===== src/rtl/stm_seq_pkg.sv =====
package stm_seq_pkg;

    typedef enum logic [1:0] {
        ST_IDLE,
        ST_ISSUE,
        ST_FINISH
    } seq_state_e;

    // Encoded as {pre_index, up_dir}
    typedef enum logic [1:0] {
        AM_DEC_AFTER  = 2'b00,
        AM_INC_AFTER  = 2'b01,
        AM_DEC_BEFORE = 2'b10,
        AM_INC_BEFORE = 2'b11
    } addr_mode_e;

endpackage


===== src/rtl/stm_mask_count.sv =====
module stm_mask_count #(
    parameter int WIDTH = 16,
    parameter int CNT_W = $clog2(WIDTH + 1)
) (
    input  logic [WIDTH-1:0] mask,
    output logic [CNT_W-1:0] count
);

    always_comb begin
        count = '0;
        for (int i = 0; i < WIDTH; i++) begin
            count = count + CNT_W'(mask[i]);
        end
    end

endmodule


===== src/rtl/stm_low_pick.sv =====
module stm_low_pick #(
    parameter int WIDTH = 16,
    parameter int IDX_W = $clog2(WIDTH)
) (
    input  logic [WIDTH-1:0] bits,
    output logic [IDX_W-1:0] idx,
    output logic [WIDTH-1:0] onehot
);

    // Lowest set bit wins: scan from the top so the lowest overwrites last.
    always_comb begin
        idx = '0;
        for (int i = WIDTH - 1; i >= 0; i--) begin
            if (bits[i]) begin
                idx = IDX_W'(i);
            end
        end
    end

    assign onehot = bits & (~bits + WIDTH'(1));

endmodule


===== src/rtl/stm_addr_plan.sv =====
module stm_addr_plan
    import stm_seq_pkg::*;
#(
    parameter int ADDR_W     = 32,
    parameter int CNT_W      = 5,
    parameter int WORD_BYTES = 4
) (
    input  logic [ADDR_W-1:0] base,
    input  logic [CNT_W-1:0]  count,
    input  addr_mode_e        mode,
    output logic [ADDR_W-1:0] first_addr,
    output logic [ADDR_W-1:0] final_base
);

    localparam logic [ADDR_W-1:0] STEP = ADDR_W'(WORD_BYTES);

    logic [ADDR_W-1:0] span;
    logic [ADDR_W-1:0] top_base;
    logic [ADDR_W-1:0] low_base;

    assign span     = ADDR_W'(count) * STEP;
    assign top_base = base + span;
    assign low_base = base - span;

    always_comb begin
        unique case (mode)
            AM_INC_AFTER: begin
                first_addr = base;
                final_base = top_base;
            end
            AM_INC_BEFORE: begin
                first_addr = base + STEP;
                final_base = top_base;
            end
            AM_DEC_AFTER: begin
                first_addr = low_base + STEP;
                final_base = low_base;
            end
            AM_DEC_BEFORE: begin
                first_addr = low_base;
                final_base = low_base;
            end
            default: begin
                first_addr = base;
                final_base = base;
            end
        endcase
    end

endmodule


===== src/rtl/stm_seq.sv =====
module stm_seq
    import stm_seq_pkg::*;
#(
    parameter int ADDR_W     = 32,
    parameter int NREG       = 16,
    parameter int WORD_BYTES = 4,
    parameter int IDX_W      = $clog2(NREG),
    parameter int CNT_W      = $clog2(NREG + 1)
) (
    input  logic              clk,
    input  logic              rst_n,
    input  logic              start,
    input  logic [ADDR_W-1:0] base_addr,
    input  logic [NREG-1:0]   reg_mask,
    input  logic              pre_index,
    input  logic              up_dir,
    input  logic              wb_en,
    output logic              wr_valid,
    input  logic              wr_ready,
    output logic [ADDR_W-1:0] wr_addr,
    output logic [IDX_W-1:0]  wr_index,
    output logic              busy,
    output logic              done,
    output logic [ADDR_W-1:0] wb_value,
    output logic              wb_write
);

    localparam logic [ADDR_W-1:0] STEP       = ADDR_W'(WORD_BYTES);
    localparam logic [ADDR_W-1:0] ALIGN_MASK = ~ADDR_W'(WORD_BYTES - 1);

    seq_state_e state_q, state_d;

    logic [NREG-1:0]   pend_q;
    logic [ADDR_W-1:0] addr_q;
    logic [ADDR_W-1:0] wbv_q;
    logic              wbw_q;

    logic [ADDR_W-1:0] base_aligned;
    logic [CNT_W-1:0]  sel_count;
    logic [ADDR_W-1:0] plan_first;
    logic [ADDR_W-1:0] plan_final;
    logic [IDX_W-1:0]  pick_idx;
    logic [NREG-1:0]   pick_onehot;
    logic [NREG-1:0]   pend_rest;
    logic              accept;
    addr_mode_e        req_mode;

    assign base_aligned = base_addr & ALIGN_MASK;
    assign req_mode     = addr_mode_e'({pre_index, up_dir});

    stm_mask_count #(
        .WIDTH (NREG),
        .CNT_W (CNT_W)
    ) u_count (
        .mask  (reg_mask),
        .count (sel_count)
    );

    stm_addr_plan #(
        .ADDR_W     (ADDR_W),
        .CNT_W      (CNT_W),
        .WORD_BYTES (WORD_BYTES)
    ) u_plan (
        .base       (base_aligned),
        .count      (sel_count),
        .mode       (req_mode),
        .first_addr (plan_first),
        .final_base (plan_final)
    );

    stm_low_pick #(
        .WIDTH (NREG),
        .IDX_W (IDX_W)
    ) u_pick (
        .bits   (pend_q),
        .idx    (pick_idx),
        .onehot (pick_onehot)
    );

    assign pend_rest = pend_q & ~pick_onehot;
    assign accept    = (state_q == ST_ISSUE) && wr_ready;

    // Next-state logic
    always_comb begin
        state_d = state_q;
        unique case (state_q)
            ST_IDLE: begin
                if (start) begin
                    state_d = (reg_mask == '0) ? ST_FINISH : ST_ISSUE;
                end
            end
            ST_ISSUE: begin
                if (accept && (pend_rest == '0)) begin
                    state_d = ST_FINISH;
                end
            end
            ST_FINISH: begin
                state_d = ST_IDLE;
            end
            default: begin
                state_d = ST_IDLE;
            end
        endcase
    end

    // State register
    always_ff @(posedge clk or negedge rst_n) begin
        if (!rst_n) begin
            state_q <= ST_IDLE;
        end else begin
            state_q <= state_d;
        end
    end

    // Request datapath
    always_ff @(posedge clk or negedge rst_n) begin
        if (!rst_n) begin
            pend_q <= '0;
            addr_q <= '0;
            wbv_q  <= '0;
            wbw_q  <= 1'b0;
        end else begin
            unique case (state_q)
                ST_IDLE: begin
                    if (start) begin
                        pend_q <= reg_mask;
                        addr_q <= plan_first;
                        wbv_q  <= wb_en ? plan_final : base_addr;
                        wbw_q  <= wb_en;
                    end
                end
                ST_ISSUE: begin
                    if (accept) begin
                        pend_q <= pend_rest;
                        addr_q <= addr_q + STEP;
                    end
                end
                default: begin
                end
            endcase
        end
    end

    // Outputs
    always_comb begin
        wr_valid = 1'b0;
        busy     = 1'b1;
        done     = 1'b0;
        wb_write = 1'b0;
        unique case (state_q)
            ST_IDLE: begin
                busy = 1'b0;
            end
            ST_ISSUE: begin
                wr_valid = 1'b1;
            end
            ST_FINISH: begin
                done     = 1'b1;
                wb_write = wbw_q;
            end
            default: begin
                busy = 1'b0;
            end
        endcase
        wr_addr  = addr_q;
        wr_index = pick_idx;
        wb_value = wbv_q;
    end

endmodule


===== config.mk =====
export PLATFORM = sky130hd
export DESIGN_NAME = stm_seq
export DESIGN_NICKNAME = d
export VERILOG_FILES = /design/src/rtl/stm_seq_pkg.sv /design/src/rtl/stm_mask_count.sv /design/src/rtl/stm_low_pick.sv /design/src/rtl/stm_addr_plan.sv /design/src/rtl/stm_seq.sv
export SDC_FILE = /design/constraint.sdc
export NUM_CORES = 1
export LEC_CHECK = 0
export CAP_MARGIN = 10
export CELL_PAD_IN_SITES_DETAIL_PLACEMENT = 1
export CELL_PAD_IN_SITES_GLOBAL_PLACEMENT = 2
export CORE_MARGIN = 2
export CORE_UTILIZATION = 34
export CTS_BUF_LIST = sky130_fd_sc_hd__clkbuf_16
export DETAILED_ROUTE_END_ITERATION = 12
export DONT_BUFFER_PORTS = 1
export PLACE_DENSITY_LB_ADDON = 0.1
export SETUP_SLACK_MARGIN = 0.1
export SLEW_MARGIN = 5
export SYNTH_ARGS = -nofsm -noshare
export SYNTH_HDL_FRONTEND = slang
export SYNTH_SLANG_ARGS = --single-unit

===== constraint.sdc =====
create_clock -name clk -period 2.55 [get_ports clk]
set_clock_uncertainty 0.05 [all_clocks]
set_input_delay 0.51 -clock clk [delete_from_list [all_inputs] [get_ports clk]]
set_output_delay 0.51 -clock clk [all_outputs]
set_load 0.1 [all_outputs]

Yosys cells after proc, flatten, opt, wreduce, memory -nomap -nowiden

Index checks and enable logic that the tools add are counted.
Widths: inputs -> output; s select.

Memories kept: 0
Register bits after elaboration: 83
Bits in writable memories: 0
Latch bits: 0
Input bits: 55
Bits in read-only memories: 0

Multipliers: 0
$add $sub $neg: 21
Magnitude comparators: 0
Divide/modulo/power cells: 0
Shift operators: 0
Reductions and logical operators: 13
Multiplexer cells: 33
Bitwise operators: 4
Equal/unequal tests: 8

Operators with widths:

| operator              | number |
|---|---|
| $pmux 32 s2           | 2 |
| $pmux 32 s4           | 1 |
| $add 32x3->32 const B | 3 |
| $mux 32               | 3 |
| $add 5x1->5           | 14 |
| $mux 4                | 16 |
| $add 32x7->32         | 1 |
| $and 16x16->16        | 2 |
| $logic_not 16->1      | 2 |
| $mux 16               | 2 |
| $not 16->16           | 2 |
| $pmux 16 s2           | 1 |
| $sub 32x7->32         | 1 |
| $add 16x1->16 const B | 1 |
| $eq 2x2->1 const B    | 3 |
| $mux 2                | 3 |
| $reduce_or 2->1       | 3 |
| $eq 2x1->1 const B    | 2 |
| $logic_not 2->1       | 2 |
| $mux 1                | 4 |
| $ne 2x2->1 const B    | 2 |
| $pmux 2 s2            | 1 |
| $reduce_and 2->1      | 2 |
| $reduce_and 3->1      | 1 |
| other kinds (4)       | 5 |

Longest topological paths before layout

Word-level depth: 20
Gate-level depth with buffers: 27
Mapped depth without buffers: 25

By module

A second synthesis with hierarchy kept.

Cells, all modules: 1166
Area total of the unflattened synthesis: 9037.4 um^2

By module, submodules not included:

| module         | area an instance (um^2) | instances | cells an instance | sequential area each (um^2) |
|---|---|---|---|---|
| stm_seq        | 4469.3                  | 1         | 474               | 2077.0 |
| stm_addr_plan  | 3828.7                  | 1         | 591               | 0.0 |
| stm_mask_count | 407.9                   | 1         | 47                | 0.0 |
| stm_low_pick   | 331.6                   | 1         | 54                | 0.0 |

Least setup slack after synthesis

Ideal clock, no wire load.

Path kind: input-to-reg
From: input port reg_mask[0]
To: register addr_q[30] (netlist: wr_addr[30])
Library setup time: 95 ps
Required time: 2405 ps
Cell stages on the path: 20
Path slack: -4272 ps
Arrival: 6677 ps
Cells stage by stage: inv_1 > ha_1 > inv_1 > fa_1 > fa_1 > fa_1 > fa_1 > fa_1 > fa_1 > inv_1 > fa_1 > or2_2 > a211oi_1 > buf_2 > nor4b_2 > xnor2_1 > or4_4 > or4_4 > o31a_1 > o31ai_1

Word-level cells in the longest chain between the ends: 20

RTL lines:

| what                        | line                 | source |
|---|---|---|
| start: declaration          | stm_seq.sv:14        | `input logic [NREG-1:0] reg_mask,` |
| $add 1x1->2 *               | stm_mask_count.sv:12 | `count = count + CNT_W'(mask[i]);` |
| $add 5x1->5 * (14 in a row) | stm_mask_count.sv:12 |  |
| $sub 32x7->32 *             | stm_addr_plan.sv:23  | `assign low_base = base - span;` |
| $add 32x3->32               | stm_addr_plan.sv:36  | `first_addr = low_base + STEP;` |
| $pmux 32 s4 *               | stm_addr_plan.sv:26  | `unique case (mode)` |
| $mux 32 *                   | stm_seq.sv:125       | `if (start) begin` |
| $pmux 32 s2 *               | stm_seq.sv:123       | `unique case (state_q)` |
| end signal: assignment      | stm_seq.sv:127       | `addr_q <= plan_first;` |
| end signal: assignment      | stm_seq.sv:135       | `addr_q <= addr_q + STEP;` |
| end: declaration            | stm_seq.sv:34        | `logic [ADDR_W-1:0] addr_q;` |

Every way passes the cells marked *; elsewhere a longest branch is shown, timed or not. The select of a mux whose other input is x is not followed.
A chain may end at the register's enable or synchronous reset.

Worst setup path in the final report

From: input port reg_mask[1]
To: register addr_q[30] (netlist: wr_addr[30])

Same word-level chain as after synthesis.

==> metrics.md <==
| Metric | Value |
|---|---|
| Synth Warn # | 0 |
| Worst Max-Slew Pin Slew | 0.905 ns |
| Cell area after synthesis | 0.00875 mm^2 |
| # DRC | 0 |
| Critical path data arrival time | 6.57 ns |
| CP Capture Type | register |
| CTS tree | done |
| Initial antenna violation count | 1 |
| Setup crit end | wr_addr[30] |
| Relative slew margins | 39.7% |
| Fin crit share | 249% |
| HP Class | in -> async |
| Metal-1 WL | 20,500 um |
| Iter 0 DRT Violations | 788 |
| Die H | 164 um |
| Largest area contributor in the netlist | dfrtp_1 |
| Area Overhead vs Synth | 62.6% |
| Synth top area cells | dfrtp_1 (23%), o21ai_0 (7.4%), nand2_1 (5.4%) |
| Top Layer Used | met4 |
| Post-DP HPWL | 32,300 um |
| Data required, critical path | 2.78 ns |
| Post-Route WL | 45,700 um |
| Final setup vio count | 61 |
| Switching Fraction | 56.3% |
| GRT Total Usage | 31.8% |
| I/O Buffers | 0 |
| Hold WS | -0.0369 ns |
| Seq/Total Area, Yosys | 23.2% |
| Crit start category | input port |
| Sw power | 11.8 mW |
| Most common cell in the netlist | o21ai_0 |
| R2R Path Start | wr_addr[3] |
| Cts bufs inserted | 9 |
| Gpl congestion | 0.951 |
| Die Span X | 164 um |
| Avg Inst Size Synth | 7.39 um^2 |
| First-pass GRT wire length | 65,200 um |
| Met3 Wirelength | 2870 um |
| Share of layout cells above drive strength 1 | 45.0% |
| EDFF count, synth | 0 |
| WL/cell | 24.8 um |
| Worst r2r path cells | 10 |
| Async S/R FF share, synth | 100% |
| Failing checks | hold timing, setup timing |
| P per Cell Area | 1470 mW/mm^2 |
| R2R Path End | wr_addr[18] |
| Combinational share of power | 77.2% |
| Root Driver | clkbuf_16 |
| Final Max Slew Viols | 0 |
| Synth cell types | 78 |
| CTS max path bufs | 2 |
| Clk_lat worst skew | 0.36 ns |
| Hold Vio Cnt, Final | 6 |
| Cells after Synth | 1,184 |
| Synth top cells by count | o21ai_0 (129), nand2_1 (125), dfrtp_1 (81) |
| Die ar. | 0.0270 mm^2 |
| Leak | 5.84 nW |
| Setup slack, reg-to-reg | -0.05 ns |
| DR pass1 iterations | 5 |
| Total gr overflow | 0 |
| Core Box Area | 0.0253 mm^2 |
| Std-Cell Rows | 58 |
| Largest net degree at the start of global routing | 82 |
| Vias in the first global route | 11,000 |
| Io pins | 127 |
| H-tree depth | 3 |
| Sum of negative setup slack | -192.00 ns |
| Initial Util | 34.6% |
| Critical Path Start | reg_mask[1] |
| Clock network fraction of total power | 7.4% |
| Vias per cell | 5.99 |
| Maximum vdd drop | 1030 uV |
| Internal cell power | 9.11 mW |
| Vias after detailed routing | 11,000 |
| Prevailing post-synth register cell | dfrtp_1 |
| Final net count | 1,602 |
| Routed Antenna Nets | 0 |
| #FFs+latches synth | 81 |
| Post-route setup slack | -3.79 ns |
| Post-synth top area share | 23.2% |
| Sequential share of power | 15.4% |
| Worst Path Class, Setup | in -> reg |
| Max Freq | 158 MHz |
| Clk pin slew, worst setup/hold paths | 0.08 ns |
| Crit path max fanout | 6 |
| Clock net sink count | 81 |
| RSZ-0062 raised after global routing | true |
| Outcome | finished, violations left |
| Tmin final | 6.34 ns |
| Pre-CTS WS | -4.27 ns |
| DR WL met2 | 21,400 um |
| Max_cap viols | 0 |
critical path: stages:
cell      delay [ns]
inv_12          0.02
ha_4            0.25
inv_2           0.03
fa_1            0.47
fa_2            0.55
fa_1            0.42
fa_1            0.46
fa_2            0.39
fa_2            0.59
inv_4           0.06
fa_2            0.39
or2_4           0.26
a211oi_4        0.24
buf_6           0.17
o31a_1          0.20
o22ai_2         0.12
or4_4           0.49
or4_4           0.47
o31a_1          0.27
o31ai_2         0.18
flip-flops by register name, indices dropped and copies added, names as in the netlist:
name,flops
state_q,2
pend_q,16
wbw_q,1
wb_value,32
wr_addr,30
logic make-up after synthesis:
| family | count (synthesis) | share of synthesized area (%) |
|---|---|---|
| buf+inv | 150 | 6.76 |
| fa+ha+maj | 40 | 6.69 |
| compound gates | 361 | 26.4 |
| simple gates | 471 | 28.5 |
| xor+xnor | 60 | 6.01 |
| other cells | 1 | 0.0429 |
| mux | 20 | 2.40 |
| flops | 81 | 23.2 |
cell usage in the layout, fill, tap and decap left out, drive strengths merged, types with 10 or more instances in the layout:
cell,netlist,final
buf,17,403
o21ai,129,129
nand2,125,125
dfrtp,81,81
nor2,74,74
inv,58,62
a21oi,59,59
nand3,51,51
nor4,45,45
nor3,36,36
xor2,35,35
and3,27,27
ha,26,26
xnor2,25,25
a31oi,22,22
nand4,20,20
or3,18,18
o22ai,17,17
a211oi,16,16
o211ai,14,14
o31ai,13,13
mux2i,12,12
or4,12,12
fa,12,12
and2,11,11
nand2b,11,11
nor4b,10,10
power by group through the flow:
| stage | Sequential [mW] | Clock, mW | Combinational [mW] |
|---|---|---|---|
| final | 3.22 | 1.54 | 16.1 |
| after global routing | 3.30 | 1.60 | 16.9 |
| after CTS | 3.17 | 1.57 | 14.0 |
| after detailed placement | 3.17 | 0 | 12.6 |
| after global placement | 3.14 | 0 | 12.3 |
| after floorplan | 6.02 | 0 | 5.63 |
routing by layer:
metal | global-route usage, % | vias up
li1 | - | 5013
met1 | 43.5 | 5623
met2 | 51.3 | 351
met3 | 6.86 | 60
met4 | 7.19 | 0
met5 | 0 | -
layout make-up:
cell class	count	area [um^2]
fillers	2958	11000
multi-input cells	954	7820
repair buffers	403	3380
flip-flops and latches	81	2030
well taps	330	413
inverters	60	248
clock buffers	9	225
clock inverters	7	106
diodes	1	2.50
through the flow:
stage / util (%) / power (mW) / instances / hold WS (ns) / area, um^2
6_report: 56.3 / 20.9 / 1845 / -0.0369 / 14200
5_1_grt: 56.3 / 21.8 / 1844 / 0.00830 / 14200
4_1_cts: 52.0 / 18.8 / 1803 / 0.0160 / 13100
3_5_place_dp: 46.6 / 15.8 / 1754 / 0.168 / 11800
3_3_place_gp: 46.6 / 15.5 / 1754 / 0.167 / 11800
2_1_floorplan: - / 11.6 / 1185 / 0.164 / 9220
repair_timing:
item                                   in CTS  in global routing
resized for setup                         172                162
pin swaps                                  85                116
cloned                                      1                  1
endpoints found under the hold margin      81                  0
hold buffers                                1                  0
setup endpoints to repair                  66                 66
buffers inserted                           35                 50
how the worst min path moves through the flow:
stage	cells after the start	endpoint	slack, ns
2_1_floorplan	0	pend_q[0]	0.16
6_report	1	pend_q[7]	-0.04
5_1_grt	1	pend_q[7]	0.008
3_5_place_dp	0	pend_q[7]	0.17
3_3_place_gp	0	pend_q[7]	0.17
4_1_cts	1	pend_q[7]	0.02
Power figures use the tool's default switching activity.
